## src/rtl/rtc_alarm_pkg.sv

```systemverilog
package rtc_alarm_pkg;

    typedef enum logic [1:0] {
        ADDR_TIMER  = 2'd0,
        ADDR_ALARM  = 2'd1,
        ADDR_CTRL   = 2'd2,
        ADDR_STATUS = 2'd3
    } rtc_addr_e;

    typedef enum logic {
        MODE_WRAP     = 1'b0,
        MODE_PERIODIC = 1'b1
    } rtc_mode_e;

    typedef struct packed {
        rtc_mode_e mode;
        logic      run;
    } rtc_ctrl_t;

    typedef struct packed {
        logic ld_timer;
        logic ld_alarm;
        logic ld_ctrl;
        logic ld_status;
    } rtc_wsel_t;

    // Flag indices inside the status word.
    localparam int FLAG_ALARM = 0;
    localparam int FLAG_OVF   = 1;
    localparam int NUM_FLAGS  = 2;

    typedef struct packed {
        logic wrapped;
        logic hit;
    } rtc_evt_t;

    function automatic rtc_wsel_t decode_write(input logic wr, input rtc_addr_e a);
        rtc_wsel_t s;
        s.ld_timer  = wr && (a == ADDR_TIMER);
        s.ld_alarm  = wr && (a == ADDR_ALARM);
        s.ld_ctrl   = wr && (a == ADDR_CTRL);
        s.ld_status = wr && (a == ADDR_STATUS);
        return s;
    endfunction

endpackage

```

## src/rtl/rtc_alarm_regs.sv

```systemverilog
module rtc_alarm_regs
    import rtc_alarm_pkg::*;
#(
    parameter int CNT_W = 32
) (
    input  logic                 clk,
    input  logic                 rst,
    input  rtc_wsel_t            wsel,
    input  logic [CNT_W-1:0]     wdata,
    input  rtc_addr_e            raddr,
    input  logic [CNT_W-1:0]     cnt,
    input  logic [NUM_FLAGS-1:0] flags,
    output logic [CNT_W-1:0]     alarm,
    output rtc_ctrl_t            ctrl,
    output logic [CNT_W-1:0]     rdata
);
    localparam int CTRL_W = $bits(rtc_ctrl_t);

    always_ff @(posedge clk) begin
        if (rst) begin
            alarm <= '0;
            ctrl  <= '{mode: MODE_WRAP, run: 1'b0};
        end else begin
            if (wsel.ld_alarm) alarm <= wdata;
            if (wsel.ld_ctrl)  ctrl  <= rtc_ctrl_t'(wdata[CTRL_W-1:0]);
        end
    end

    always_comb begin
        unique case (raddr)
            ADDR_TIMER:  rdata = cnt;
            ADDR_ALARM:  rdata = alarm;
            ADDR_CTRL:   rdata = {{(CNT_W-CTRL_W){1'b0}}, ctrl};
            ADDR_STATUS: rdata = {{(CNT_W-NUM_FLAGS){1'b0}}, flags};
            default:     rdata = '0;
        endcase
    end
endmodule

```

## src/rtl/rtc_alarm_cmp.sv

```systemverilog
module rtc_alarm_cmp
    import rtc_alarm_pkg::*;
#(
    parameter int CNT_W = 32
) (
    input  logic [CNT_W-1:0] cnt,
    input  logic [CNT_W-1:0] alarm,
    input  rtc_mode_e        mode,
    input  logic             adv,
    input  logic             load,
    output logic [CNT_W-1:0] nxt,
    output rtc_evt_t         evt,
    output logic             zero_req
);
    localparam logic [CNT_W-1:0] ONE = CNT_W'(1);

    logic armed;
    logic live;

    always_comb begin
        nxt          = cnt + ONE;
        armed        = (alarm != '0);
        live         = adv && !load;
        evt.hit      = live && armed && (nxt == alarm);
        evt.wrapped  = live && (mode == MODE_WRAP) && (nxt == '0);
        zero_req     = evt.hit && (mode == MODE_PERIODIC);
    end
endmodule

```

## src/rtl/rtc_count_core.sv

```systemverilog
module rtc_count_core #(
    parameter int CNT_W = 32
) (
    input  logic             clk,
    input  logic             rst,
    input  logic             load,
    input  logic [CNT_W-1:0] load_val,
    input  logic             zero_req,
    input  logic             adv,
    input  logic [CNT_W-1:0] nxt,
    output logic [CNT_W-1:0] cnt
);
    always_ff @(posedge clk) begin
        if (rst)           cnt <= '0;
        else if (load)     cnt <= load_val;
        else if (zero_req) cnt <= '0;
        else if (adv)      cnt <= nxt;
    end
endmodule

```

## src/rtl/rtc_flag_bank.sv

```systemverilog
module rtc_flag_bank #(
    parameter int N = 2
) (
    input  logic         clk,
    input  logic         rst,
    input  logic [N-1:0] set,
    input  logic [N-1:0] clr,
    output logic [N-1:0] q
);
    for (genvar i = 0; i < N; i++) begin : g_flag
        always_ff @(posedge clk) begin
            if (rst)         q[i] <= 1'b0;
            else if (set[i]) q[i] <= 1'b1;
            else if (clr[i]) q[i] <= 1'b0;
        end
    end
endmodule

```

## src/rtl/rtc_alarm_timer.sv

```systemverilog
module rtc_alarm_timer
    import rtc_alarm_pkg::*;
#(
    parameter int CNT_W = 32
) (
    input  logic             clk,
    input  logic             rst,
    input  logic             tick,
    input  logic             reg_wr,
    input  logic [1:0]       reg_addr,
    input  logic [CNT_W-1:0] reg_wdata,
    output logic [CNT_W-1:0] reg_rdata,
    output logic             irq
);
    rtc_wsel_t            wsel;
    rtc_ctrl_t            ctrl;
    rtc_evt_t             evt;
    logic [CNT_W-1:0]     alarm;
    logic [CNT_W-1:0]     cnt_q;
    logic [CNT_W-1:0]     cnt_nxt;
    logic [NUM_FLAGS-1:0] flag_q;
    logic [NUM_FLAGS-1:0] flag_set;
    logic [NUM_FLAGS-1:0] flag_clr;
    logic                 adv;
    logic                 zero_req;

    assign wsel = decode_write(reg_wr, rtc_addr_e'(reg_addr));
    assign adv  = tick && ctrl.run;

    rtc_alarm_regs #(.CNT_W(CNT_W)) regs_i (
        .clk   (clk),
        .rst   (rst),
        .wsel  (wsel),
        .wdata (reg_wdata),
        .raddr (rtc_addr_e'(reg_addr)),
        .cnt   (cnt_q),
        .flags (flag_q),
        .alarm (alarm),
        .ctrl  (ctrl),
        .rdata (reg_rdata)
    );

    rtc_alarm_cmp #(.CNT_W(CNT_W)) cmp_i (
        .cnt      (cnt_q),
        .alarm    (alarm),
        .mode     (ctrl.mode),
        .adv      (adv),
        .load     (wsel.ld_timer),
        .nxt      (cnt_nxt),
        .evt      (evt),
        .zero_req (zero_req)
    );

    rtc_count_core #(.CNT_W(CNT_W)) core_i (
        .clk      (clk),
        .rst      (rst),
        .load     (wsel.ld_timer),
        .load_val (reg_wdata),
        .zero_req (zero_req),
        .adv      (adv),
        .nxt      (cnt_nxt),
        .cnt      (cnt_q)
    );

    always_comb begin
        flag_set            = '0;
        flag_set[FLAG_ALARM] = evt.hit;
        flag_set[FLAG_OVF]   = evt.wrapped;
        flag_clr            = wsel.ld_status ? reg_wdata[NUM_FLAGS-1:0] : '0;
    end

    rtc_flag_bank #(.N(NUM_FLAGS)) flags_i (
        .clk (clk),
        .rst (rst),
        .set (flag_set),
        .clr (flag_clr),
        .q   (flag_q)
    );

    assign irq = flag_q[FLAG_ALARM];
endmodule

```

## config.mk

```make
export PLATFORM = sky130hd
export DESIGN_NAME = rtc_alarm_timer
export DESIGN_NICKNAME = d
export VERILOG_FILES = /design/src/rtl/rtc_alarm_pkg.sv /design/src/rtl/rtc_alarm_regs.sv /design/src/rtl/rtc_alarm_cmp.sv /design/src/rtl/rtc_count_core.sv /design/src/rtl/rtc_flag_bank.sv /design/src/rtl/rtc_alarm_timer.sv
export SDC_FILE = /design/constraint.sdc
export NUM_CORES = 1
export LEC_CHECK = 0
export CORE_MARGIN = 3
export CORE_UTILIZATION = 40
export DETAILED_ROUTE_END_ITERATION = 6
export MAX_ROUTING_LAYER = met4
export PLACE_DENSITY = 0.7
export SLEW_MARGIN = 20
export SYNTH_ARGS = -nofsm -noshare
export SYNTH_HDL_FRONTEND = slang
export SYNTH_SLANG_ARGS = --single-unit
export TNS_END_PERCENT = 50
```

## constraint.sdc

```tcl
create_clock -name clk -period 6.6 [get_ports clk]
set_clock_uncertainty 0.2 [all_clocks]
set_input_delay 1.32 -clock clk [delete_from_list [all_inputs] [get_ports clk]]
set_output_delay 1.32 -clock clk [all_outputs]
set_load 0.1 [all_outputs]
```

# After elaboration in Yosys (flattened, before gate mapping)

Index checks and enable logic that the tools add are counted.

Flip-flop bits (word level): 68
Bits of input ports: 38
Output and inout bits: 33
Word-level logic and storage cells: 39

Add/sub/neg operators: 1
Equality and inequality tests: 4
Multiplexer cells: 9
Bitwise logic cells: 1
Reductions and logical operators: 18

Operator list:

| operator                                       | number |
|---|---|
| case mux 32 bit (4 select lines)               | 1 |
| two-way mux 32 bit                             | 3 |
| adder 32 x 1 -> 32 bit (second input constant) | 1 |
| == test 32 bit                                 | 1 |
| logical NOT 32 bit                             | 1 |
| nonzero test 32 bit                            | 1 |
| logical AND 1 bit                              | 11 |
| == test 2 bit (second input constant)          | 2 |
| two-way mux 1 bit                              | 4 |
| nonzero test 2 bit                             | 2 |
| nonzero test 3 bit                             | 1 |
| == test 2 x 1 -> 1 bit (second input constant) | 1 |
| logical NOT 2 bit                              | 1 |
| two-way mux 2 bit                              | 1 |
| logical NOT 1 bit                              | 1 |
| NOT 1 bit                                      | 1 |

# Logic depth before layout (Yosys ltp)

Depth after elaboration: 9
Mapped depth: 11
Mapped depth without buffers: 9

# Modules after synthesis

Synthesis repeated with hierarchy kept, for this count alone.

Cell total of the unflattened synthesis: 629
Area total of the unflattened synthesis: 5,157.4 µm²

By module, submodules not included:

| module          | times used | cells each | area each (µm²) | sequential area each (µm²) |
|---|---|---|---|---|
| rtc_alarm_cmp   | 1          | 256        | 1,841.8         | 0.0 |
| rtc_alarm_regs  | 1          | 179        | 1,719.1         | 680.7 |
| rtc_count_core  | 1          | 179        | 1,465.2         | 640.6 |
| rtc_flag_bank   | 1          | 8          | 70.1            | 40.0 |
| rtc_alarm_timer | 1          | 7          | 61.3            | 0.0 |

# Least setup slack after synthesis

Ideal clock, no wire load.

Path kind: input to output
Start: input reg_addr[0]
End: output reg_rdata[10]
Arrival: 3.480 ns
Required time: 5.080 ns
Setup slack: 1.600 ns
Stages: 4
Cell sequence: clkbuf_1 -> clkbuf_1 -> mux2i_1 -> nor2_1

Word-level cells in the longest chain between the ends: 2
Elaborated cells between the ends (all ways): 5
Classes of those cells: eq/ne: 3; mux: 1; reduce/logical: 1

RTL lines:

| element                                     | line                  | RTL |
|---|---|---|
| start: declaration                          | rtc_alarm_timer.sv:10 | `input logic [1:0] reg_addr,` |
| == test 2 bit, or another cell as far along | rtc_alarm_regs.sv:30  | `unique case (raddr)` |
| case mux 32 bit (4 select lines) *          | rtc_alarm_regs.sv:30  |  |
| end: declaration                            | rtc_alarm_timer.sv:12 | `output logic [CNT_W-1:0] reg_rdata,` |

Mark *: on every way between the ends. The rest lies on a longest branch, timed or not.

# Worst setup path after layout

Start: input reg_addr[1]
End: register core_i.cnt[27]

Word-level cells in the longest chain between the ends: 9
Elaborated cells between the ends (all ways): 10
Classes of those cells: mux: 2; reduce/logical: 8

RTL lines:

| element                         | line                 | RTL |
|---|---|---|
| logical NOT 2 bit *             | rtc_alarm_pkg.sv:39  | `s.ld_timer = wr && (a == ADDR_TIMER);` |
| logical AND 1 bit *             | rtc_alarm_pkg.sv:39  |  |
| logical NOT 1 bit               | rtc_alarm_cmp.sv:23  | `live = adv && !load;` |
| logical AND 1 bit               | rtc_alarm_cmp.sv:23  |  |
| logical AND 1 bit (2 in series) | rtc_alarm_cmp.sv:24  | `evt.hit = live && armed && (nxt == alarm);` |
| logical AND 1 bit               | rtc_alarm_cmp.sv:26  | `zero_req = evt.hit && (mode == MODE_PERIODIC);` |
| two-way mux 32 bit              | rtc_count_core.sv:16 | `else if (zero_req) cnt <= '0;` |
| two-way mux 32 bit              | rtc_count_core.sv:15 | `else if (load) cnt <= load_val;` |
| end signal: assignment          | rtc_count_core.sv:15 |  |
| end signal: assignment          | rtc_count_core.sv:17 | `else if (adv) cnt <= nxt;` |
| end: declaration                | rtc_count_core.sv:11 | `output logic [CNT_W-1:0] cnt` |

Marks and branches as above.
A chain may end at the register's enable or synchronous reset.

==> flow_summary.json <==
{
  "end_kind": "flip-flop",
  "clkSinkCount": 68,
  "finalPower_mw": 1.14,
  "max-cap-violations": 0,
  "num_vias": 5116,
  "overflow": 0,
  "port_buffers": 70,
  "holdPathEnd": "flags_i.q[1]",
  "placedInstanceArea_um2": 5910,
  "drt_iter0_drc": 349,
  "crit_buf_inv": 3,
  "critPathArrivalTime_ns": 4.66,
  "r2r_slack_ns": 2.61,
  "grtUsageTotal_pct": 22.9,
  "start_util_pct": 41.0,
  "dp_cells": 890,
  "whs_path_depth": 2,
  "fp.dieW_um": 123,
  "num_rows": 42,
  "dpl_worst_slack_ns": 1.63,
  "cp_common_cell": "buf_4",
  "design_area_um2": 6200,
  "clkSlewWorstSetupHoldPaths_ns": 0.06,
  "hold_path.class": "reg2reg",
  "hpwl_um": 11400,
  "grt_pass1_vias": 4931,
  "synth-edff-count": 0,
  "synth_area_um2": 5450,
  "hold_violations": 0,
  "cts_tree": "built",
  "fin_cells": 906,
  "cts_resized": 0,
  "ys_seq_area_share_pct": 25.0,
  "dieArea_um2": 15100,
  "power_frac_comb_pct": 18.4,
  "sequentialPowerShare_pct": 40.4,
  "async_flop_share_pct": 0,
  "avgSynthCellArea_um2": 7.80,
  "clock.fmax_mhz": 216,
  "critPathKind": "in2reg",
  "slew_headroom_pct": 35.2,
  "power_density_nw_per_um2": 183,
  "period_needed_ns": 4.63,
  "cts_buffers": 9,
  "hold_start": "flags_i.q[1]",
  "ctsHoldBuffers": 0,
  "dr.pass1.iters": 5,
  "synth_ff_type": "dfxtp_1",
  "power_switching_uw": 343,
  "fin_crit_sh_pct": 70.1,
  "finalSetupViolCount": 0,
  "setup_tns_ns": 0,
  "slew_viol_final": 0,
  "slowest_delay_ns": 0.63,
  "synth-seq-cells": 68,
  "yosys_warnings": 0,
  "rsz0062_at_grt": "no",
  "gp_congestion": 0.958,
  "cp-start-kind": "input port",
  "r2r_end": "core_i.cnt[27]",
  "ys_types": 73,
  "postSynthCellCount": 699,
  "finalNetCount": 765,
  "area_growth_pct": 13.8,
  "postRouteWirelength_um": 16200,
  "path_cells": "clkdlybuf4s50_1 -> buf_4 -> nor3b_2 -> nor3_1 -> o2111ai_1 -> nor4_1 -> nand4_1 -> or4_4 -> o41ai_4 -> buf_4 -> o21ai_1",
  "io_pins": 71,
  "setup_ws_ns": 1.97,
  "antenna_left": 0,
  "worstMarginPinSlew_ns": 0.968,
  "clockBufferDepth": 2,
  "p_clk_share_pct": 41.1,
  "status": "complete, no violations",
  "clockRootBuffer": "clkbuf_16",
  "postCtsSetupBuffers": 0,
  "cts_max_level": 3,
  "drive_above_1_share_pct": 16.8,
  "wl_per_cell_um": 17.8,
  "n_antenna_cell": 0,
  "reg2regPathDepth": 10,
  "max-vdd-ir-drop_uv": 98.4,
  "syn_nets": 739,
  "placeableCoreArea_um2": 13300,
  "slowest_stage": "clkdlybuf4s50_1",
  "cp_top_family": "buffers and inverters",
  "antenna_found_initial": 0,
  "timing.rr.start": "core_i.cnt[0]",
  "switching_share_pct": 30.2,
  "crit_required_ns": 6.63,
  "die_h_um": 123,
  "grt_pass1_wl_um": 26200,
  "leakage_nw": 2.21,
  "internal_power_uw": 793,
  "path_max_fanout": 32,
  "drcViolationCount": 0,
  "grt_max_degree": 39,
  "clock_latency_ns": 0.35,
  "viasPerCell": 5.65
}
[kinds of logic (layout without fill, tap and decap cells)]
| group | count (synthesis) | in the layout | share of synthesized area (%) |
|---|---|---|---|
| buf+inv | 69 | 100 | 8.45 |
| simple gates | 319 | 319 | 29.6 |
| xor+xnor | 71 | 71 | 12.0 |
| fa+ha+maj | 2 | 2 | 0.459 |
| mux | 38 | 38 | 7.44 |
| compound gates | 132 | 132 | 17.1 |
| flops | 68 | 68 | 25.0 |
[cells in the final DEF, fill, tap and decap left out, drive strengths merged, types with 4 or more instances in the layout]
cell	netlist	routed
a31oi	5	5
and4	5	5
buf	25	41
nand2	131	131
or3	5	5
nand4	22	22
o21ai	45	45
nor4	22	22
nor2	66	66
mux2i	36	36
and3	7	7
clkbuf	35	12
xor2	26	26
nand3b	4	4
dfxtp	68	68
nor3	20	20
or2	5	5
clkdlybuf4s50	0	37
inv	6	6
xnor2	43	43
a21oi	49	49
nand3	20	20
[synth_stat cells (all sizes together) (6+ instances only)]
library cell    n  share of area (%)
nand2         131                9.1
dfxtp          68                 25
nor2           66                5.0
a21oi          49                4.6
o21ai          45                6.2
xnor2          43                6.9
mux2i          36                6.6
clkbuf         35                3.1
xor2           26                4.2
buf            25                4.3
nand4          22                2.9
nor4           22                2.9
nand3          20                2.4
nor3           20                2.2
and3            7               0.80
inv             6               0.41
[stage by stage]
step | hold slack (ns) | util, %
3_3_place_gp | 0.295 | 44.5
6_report | 0.316 | 46.7
5_1_grt | 0.340 | 46.7
2_1_floorplan | 0.252 | -
3_5_place_dp | 0.299 | 44.5
4_1_cts | 0.312 | 46.7
[state kept, by name, summed over array words and instances (netlist names)]
| register | flops |
|---|---|
| core_i.cnt | 32 |
| regs_i.alarm | 32 |
| flags_i.q | 2 |
| regs_i.ctrl | 2 |
[power groups by stage]
stage          combinational, mW  clock (mW)  sequential [mW]
6_report                   0.209       0.467            0.459
5_1_grt                    0.225       0.493            0.463
4_1_cts                    0.209       0.475            0.459
3_5_place_dp               0.208           0            0.467
3_3_place_gp               0.207           0            0.467
2_1_floorplan              0.174           0            0.445
[worst register-to-register path: stages (launching register included)]
cell and delay [ns]:
dfxtp_1 0.52, ha_1 0.36, nand3_2 0.30, nor3_2 0.55
mux2i_1 0.34, o311a_2 0.22, nand4_1 0.12, or4_4 0.56
o41ai_4 0.24, buf_4 0.35, o21ai_1 0.13
[area by class of cell]
cell class	instances	area (um2)
multi-input cells	562	3630
well taps	176	220
clock buffers	12	267
inverters	6	22.5
fillers	1375	7090
flip-flops and latches	68	1360
repair buffers	78	676
clock inverters	4	22.5
[routing by layer]
layer / wire [um] / up-vias / global-route usage (%)
met5: 0 / - / -
met4: 297 / 0 / 8.54
met3: 990 / 22 / 3.41
met2: 7420 / 172 / 34.6
met1: 7460 / 2426 / 31.0
li1: - / 2496 / -
[worst max-delay path by stage]
stage / slack (ns) / startpoint / end / cells after the start
6_report: 1.97 / reg_addr[1] / core_i.cnt[27] / 11
5_1_grt: 1.74 / reg_addr[1] / core_i.cnt[27] / 11
3_5_place_dp: 1.63 / reg_addr[1] / core_i.cnt[27] / 11
4_1_cts: 1.98 / reg_addr[1] / core_i.cnt[27] / 11
3_3_place_gp: 1.80 / reg_addr[1] / core_i.cnt[27] / 11
2_1_floorplan: 1.60 / reg_addr[0] / reg_rdata[10] / 4
Note: power is estimated with default switching activity, not from simulation.
